[src/rtl/cic_pkg.sv]
package cic_pkg;

   localparam int unsigned CIC_DATA_W = 32;
   localparam int unsigned CIC_ORDER  = 4;
   localparam int unsigned CIC_RATE   = 2;
   localparam int unsigned CIC_SHIFT  = 3;

   // kind of work done in the current high-rate cycle
   typedef enum logic [1:0] {
      SLOT_IDLE   = 2'd0,
      SLOT_SAMPLE = 2'd1,
      SLOT_ZERO   = 2'd2
   } slot_e;

endpackage

[src/rtl/cic_rate_ctrl.sv]
module cic_rate_ctrl
   import cic_pkg::*;
#(
   parameter int unsigned RATE = CIC_RATE
) (
   input  logic  clk,
   input  logic  rst,
   input  logic  in_valid,
   output logic  in_ready,
   output slot_e slot
);

   localparam int unsigned PH_W = (RATE > 2) ? $clog2(RATE) : 1;
   localparam logic [PH_W-1:0] PH_LAST = PH_W'(RATE - 1);

   generate
      if (RATE < 2) begin : g_bad_rate
         $error("cic_rate_ctrl: RATE must be at least 2");
      end
   endgenerate

   logic [PH_W-1:0] phase_q;
   logic            take;

   assign in_ready = (phase_q == '0);
   assign take     = in_valid && in_ready;

   always_comb begin
      if (take)                slot = SLOT_SAMPLE;
      else if (phase_q != '0)  slot = SLOT_ZERO;
      else                     slot = SLOT_IDLE;
   end

   always_ff @(posedge clk) begin
      if (rst) begin
         phase_q <= '0;
      end else if (take) begin
         phase_q <= PH_W'(1);
      end else if (phase_q != '0) begin
         phase_q <= (phase_q == PH_LAST) ? '0 : phase_q + PH_W'(1);
      end
   end

   // a taken sample is always followed by a zero slot
   a_r4_zero_follows: assert property (@(posedge clk) disable iff (rst)
      (in_valid && in_ready) |=> (slot == SLOT_ZERO));

   // no sample is taken while a zero slot is owed
   a_r1_busy_blocks: assert property (@(posedge clk) disable iff (rst)
      (!in_ready) |-> (slot != SLOT_SAMPLE));

endmodule

[src/rtl/cic_comb_chain.sv]
module cic_comb_chain
   import cic_pkg::*;
#(
   parameter int unsigned DATA_W = CIC_DATA_W,
   parameter int unsigned ORDER  = CIC_ORDER,
   parameter int unsigned SHIFT  = CIC_SHIFT
) (
   input  logic                     clk,
   input  logic                     rst,
   input  logic                     en,
   input  logic signed [DATA_W-1:0] din,
   output logic signed [DATA_W-1:0] dout
);

   generate
      if (ORDER < 1) begin : g_bad_order
         $error("cic_comb_chain: ORDER must be at least 1");
      end
      if (SHIFT >= DATA_W) begin : g_bad_shift
         $error("cic_comb_chain: SHIFT must be below DATA_W");
      end
   endgenerate

   logic signed [DATA_W-1:0] tap [ORDER+1];
   logic signed [DATA_W-1:0] dly [ORDER];

   generate
      if (SHIFT == 0) begin : g_no_scale
         assign tap[0] = din;
      end else begin : g_scale
         assign tap[0] = din >>> SHIFT;
      end
   endgenerate

   for (genvar k = 0; k < ORDER; k++) begin : g_stage
      assign tap[k+1] = tap[k] - dly[k];

      always_ff @(posedge clk) begin
         if (rst)     dly[k] <= '0;
         else if (en) dly[k] <= tap[k];
      end
   end

   assign dout = tap[ORDER];

   // comb memory changes only when a sample is taken
   a_r3_hold_idle: assert property (@(posedge clk) disable iff (rst)
      (!en) |=> $stable(dly[ORDER-1]));

   // first store receives the sign-preserving scaled input
   a_r2_scaled_store: assert property (@(posedge clk) disable iff (rst)
      en |=> (dly[0][DATA_W-1] == $past(din[DATA_W-1])));

endmodule

[src/rtl/cic_integ_chain.sv]
module cic_integ_chain
   import cic_pkg::*;
#(
   parameter int unsigned DATA_W = CIC_DATA_W,
   parameter int unsigned ORDER  = CIC_ORDER
) (
   input  logic                     clk,
   input  logic                     rst,
   input  logic                     step,
   input  logic signed [DATA_W-1:0] din,
   output logic signed [DATA_W-1:0] dout
);

   logic signed [DATA_W-1:0] acc [ORDER];
   logic signed [DATA_W-1:0] sum [ORDER];

   for (genvar k = 0; k < ORDER; k++) begin : g_stage
      if (k == 0) begin : g_head
         assign sum[k] = acc[k] + din;
      end else begin : g_link
         // uses the neighbour's updated value of this same slot
         assign sum[k] = acc[k] + sum[k-1];
      end

      always_ff @(posedge clk) begin
         if (rst)       acc[k] <= '0;
         else if (step) acc[k] <= sum[k];
      end
   end

   assign dout = acc[ORDER-1];

   // a zero slot leaves the first accumulator unchanged
   a_r5_zero_keeps_head: assert property (@(posedge clk) disable iff (rst)
      (step && din == '0) |=> $stable(acc[0]));

   generate
      if (ORDER >= 2) begin : g_chain_chk
         // second stage grows by the fresh first-stage value (R7 wrap)
         a_r5_fresh_chain: assert property (@(posedge clk) disable iff (rst)
            step |=> ((acc[1] - $past(acc[1])) == acc[0]));
      end
   endgenerate

endmodule

[src/rtl/cic_interp.sv]
module cic_interp
   import cic_pkg::*;
#(
   parameter int unsigned DATA_W = CIC_DATA_W,
   parameter int unsigned ORDER  = CIC_ORDER,
   parameter int unsigned RATE   = CIC_RATE,
   parameter int unsigned SHIFT  = CIC_SHIFT
) (
   input  logic              clk,
   input  logic              rst,
   input  logic              in_valid,
   input  logic [DATA_W-1:0] in_data,
   output logic              in_ready,
   output logic              out_valid,
   output logic [DATA_W-1:0] out_data
);

   generate
      if (DATA_W < 2) begin : g_bad_width
         $error("cic_interp: DATA_W must be at least 2");
      end
   endgenerate

   slot_e                    slot;
   logic                     comb_en;
   logic                     step;
   logic signed [DATA_W-1:0] comb_out;
   logic signed [DATA_W-1:0] stuffed;
   logic signed [DATA_W-1:0] integ_out;
   logic                     valid_q;

   cic_rate_ctrl #(.RATE(RATE)) u_ctrl (
      .clk      (clk),
      .rst      (rst),
      .in_valid (in_valid),
      .in_ready (in_ready),
      .slot     (slot)
   );

   assign comb_en = (slot == SLOT_SAMPLE);
   assign step    = (slot != SLOT_IDLE);

   cic_comb_chain #(.DATA_W(DATA_W), .ORDER(ORDER), .SHIFT(SHIFT)) u_comb (
      .clk  (clk),
      .rst  (rst),
      .en   (comb_en),
      .din  ($signed(in_data)),
      .dout (comb_out)
   );

   assign stuffed = comb_en ? comb_out : '0;

   cic_integ_chain #(.DATA_W(DATA_W), .ORDER(ORDER)) u_integ (
      .clk  (clk),
      .rst  (rst),
      .step (step),
      .din  (stuffed),
      .dout (integ_out)
   );

   always_ff @(posedge clk) begin
      if (rst) valid_q <= 1'b0;
      else     valid_q <= step;
   end

   assign out_valid = valid_q;
   assign out_data  = integ_out;

   // a taken sample shows up as an output word on the next cycle
   a_r4_accept_emits: assert property (@(posedge clk) disable iff (rst)
      (in_valid && in_ready) |=> out_valid);

   // an owed zero slot always emits a word
   a_r4_zero_emits: assert property (@(posedge clk) disable iff (rst)
      (!in_ready) |=> out_valid);

   // nothing is emitted when idle without a sample
   a_r9_idle_quiet: assert property (@(posedge clk) disable iff (rst)
      (in_ready && !in_valid) |=> !out_valid);

   // output word only moves when a slot is processed
   a_r6_out_holds: assert property (@(posedge clk) disable iff (rst)
      (in_ready && !in_valid) |=> $stable(out_data));

endmodule

[config.mk]
export PLATFORM = sky130hd
export DESIGN_NAME = cic_interp
export DESIGN_NICKNAME = d
export VERILOG_FILES = /design/src/rtl/cic_pkg.sv /design/src/rtl/cic_rate_ctrl.sv /design/src/rtl/cic_comb_chain.sv /design/src/rtl/cic_integ_chain.sv /design/src/rtl/cic_interp.sv
export SDC_FILE = /design/constraint.sdc
export NUM_CORES = 1
export LEC_CHECK = 0
export CORE_ASPECT_RATIO = 0.5
export CORE_UTILIZATION = 30
export CTS_BUF_LIST = sky130_fd_sc_hd__clkbuf_16
export CTS_CLUSTER_SIZE = 12
export DETAILED_ROUTE_END_ITERATION = 6
export GPL_TIMING_DRIVEN = 0
export PLACE_DENSITY_LB_ADDON = 0.15
export SYNTH_ARGS = -nofsm -noshare
export SYNTH_HDL_FRONTEND = slang
export SYNTH_SLANG_ARGS = --single-unit
[constraint.sdc]
create_clock -name clk -period 31.2 [get_ports clk]
set_input_delay 6.24 -clock clk [delete_from_list [all_inputs] [get_ports clk]]
set_output_delay 6.24 -clock clk [all_outputs]
set_load 0.02 [all_outputs]
==> results_dict.tcl <==
set metrics [dict create \
    outcome "finished, violations left" \
    violations "DRC" \
    cts_root_buf "clkbuf_16" \
    slew_viol_final 0 \
    max-slew-margin-rel_pct 35.3 \
    final_cell_mix "253 x edfxtp_1, 249 x ha_1, 212 x and2_1" \
    path_clk_slew_ns 0.06 \
    worstPathRequired_ns 31.64 \
    arrival_ns 19.31 \
    critPathSlowestCell "a2111oi_0" \
    synth_fa_ha_area_share_pct 15.6 \
    fin_setup_tns_ns 0 \
    nFillCells 7180 \
    n_antenna_cell 0 \
    nets 2587 \
    cts_setup_buffers 0 \
    ctsResizeCount 0 \
    synth_edf_count 253 \
    endpoint_kind "flop" \
    clk_latency_ns 0.59 \
    finalCriticalPeriod_ns 18.87 \
    die_height_microns 189 \
    rsz0062_at_grt "no" \
    ys.warnings.count 0 \
    max-cap-violations 0 \
    path_class "in -> reg" \
    grt_usage_pct 13.2 \
    place_area_sq_um 22900 \
    synth_compound_area_share_pct 17.9 \
    muxShareOfSynthArea_pct 0.149 \
    max_freq_mhz 53.0 \
    yosys.area_share.xor_xnor_pct 9.23 \
    cts.sinks 255 \
    max_stage_delay_ns 0.62 \
    syn_nets 2486 \
    netlist_area_sq_um 21000 \
    dr.pass1.iters 6 \
    dp_hpwl_mm 35.8 \
    yosysUniqueCellTypes 78 \
    num_rows 68 \
    place.gp.congestion 0.805 \
    worstSetupStartpointType "primary input" \
    ios 69 \
    synthCells 2194 \
    area_growth_pct 13.4 \
    final_area_sq_um 23800 \
    final_common_cell "edfxtp_1" \
    via_count 15000 \
    clock_skew_ns 0.0142 \
    critPathMaxFanout 6 \
    numPortBuffers 65 \
    htree_num_levels 1 \
    grt_max_degree 64 \
    routed_wirelength_mm 46.9 \
    hold_viol_final 0 \
    yosysSeqAreaShare_pct 36.4 \
    crit_top_cell "ha_1" \
    async_reset_ff_share_pct 0 \
    overflow 0 \
    synthFlopType "edfxtp_1" \
    holdBufCountCts 0 \
    avgViaCountPerCell 4.60 \
    core_area_sq_um 69100 \
    die_area_sq_um 71100 \
    route.detailed.drc 1 \
    antenna_found_initial 0 \
    cts_tree "built" \
    synth_top_family_by_area "compound AO/OA/AOI/OAI gates" \
    grt_pass1_wl_mm 77.1 \
    hold_path_class "reg -> reg" \
    ant_nets 0 \
    wire_per_inst_microns 14.4 \
    finalCritPeriodShare_pct 60.5 \
    syn_area_per_cell_sq_um 9.56 \
    die_w_microns 376 \
    ys_ff_latch 255 \
    cts_buffer_depth 3 \
    final-setup-viol-count 0 \
    yosys.area_share.simple_pct 16.7 \
    worstMarginPinSlew_ns 0.971 \
    drive_gt1_share_pct 3.41 \
    cts_buffers 30 \
    first_global_vias 14800 \
    start_util_pct 30.4 \
    drtIter0Drc 737 \
]
==> Yosys cell counts, types with 8 or more instances <==
cell type,n,share of area (%)
o21bai_1,38,1.4
o21a_1,25,0.89
and2_1,212,6.3
a31oi_1,17,0.51
nand2b_1,39,1.2
or2_2,14,0.42
o21ai_0,98,2.3
clkbuf_1,30,0.54
o31a_1,10,0.42
ha_1,249,15
a211oi_1,17,0.61
inv_1,194,3.5
nand3_1,35,0.83
and3_1,19,0.57
nand2_1,78,1.4
a21oi_1,179,4.3
fa_1,8,0.76
xor2_1,76,3.2
edfxtp_1,253,36
nor3_1,26,0.62
nand4_1,22,0.66
nor2b_1,35,1.0
a21o_1,96,3.4
xnor2_1,132,5.5
nor2_1,170,3.0
==> registers in the layout, summed over array words and instances (netlist names) <==
register	cells
out_valid	1
u_comb.dly	125
u_ctrl.phase_q	1
u_integ.acc	128
==> worst paths after layout <==
check / start / to / slack (ns) / cells past startpoint
setup reg to reg: u_comb.dly[0][0]$_SDFFCE_PN0P_ / u_integ.acc[3][31]$_SDFFCE_PN0P_ / 18.13 / 53
setup / recovery: in_data[3] / u_integ.acc[3][31]$_SDFFCE_PN0P_ / 12.33 / 55
hold / removal: u_integ.acc[3][0]$_SDFFCE_PN0P_ / u_integ.acc[3][0]$_SDFFCE_PN0P_ / 0.68 / 2
hold reg to reg: u_integ.acc[3][0]$_SDFFCE_PN0P_ / u_integ.acc[3][0]$_SDFFCE_PN0P_ / 0.68 / 2
==> logic make-up (layout without fill, tap and decap cells) <==
group                    Yosys count  count (layout)
buffers and inverters            225             348
AO/OA/AOI/OAI                    572             572
multiplexers                       3               3
AND/OR/NAND/NOR                  669             669
XOR/XNOR                         213             213
flip-flops                       255             255
adder cells (fa/ha/maj)          257             257
==> routing by layer <==
metal / vias up / part of all wire (%) / GRT usage (%)
li1: 8077 / - / -
met1: 6765 / 56 / 20.0
met2: 118 / 40 / 20.1
met3: 47 / 2.6 / 1.77
met4: 0 / 1.7 / 2.36
met5: - / 0 / 0
==> metrics by stage <==
stage | util, % | hold WS [ns] | instances | worst slack, ns
5_1_grt | 34.4 | 0.695 | 3262 | 11.30
2_1_floorplan | - | 0.645 | 2194 | 14.43
4_1_cts | 34.4 | 0.686 | 3262 | 12.36
3_5_place_dp | 33.2 | 0.668 | 3208 | 11.82
6_report | 34.4 | 0.683 | 3262 | 12.33
3_3_place_gp | 33.0 | 0.665 | 3204 | 11.83
==> final cells by class <==
| class | instances | area (sq um) | area share (%) |
|---|---|---|---|
| inverter | 194 | 728 | 3.06 |
| multi-input combinational | 1714 | 12500 | 52.6 |
| buffer | 31 | 116 | 0.489 |
| sequential | 255 | 7640 | 32.1 |
| timing repair buffer | 69 | 753 | 3.17 |
| clock buffer | 31 | 776 | 3.26 |
| clock inverter | 23 | 88.8 | 0.373 |
| tap | 945 | 1180 | 4.97 |
==> critical path: cells and delay by family <==
kind                     cells  cell delay [ns]
AO/OA/AOI/OAI               24             5.85
AND/OR/NAND/NOR             12             1.83
buffers and inverters        2             0.50
adder cells (fa/ha/maj)      9             3.00
XOR/XNOR                     8             1.83
Power is not shown: default switching activity piles up to over one toggle a cycle in this logic, so the estimate is an artifact.
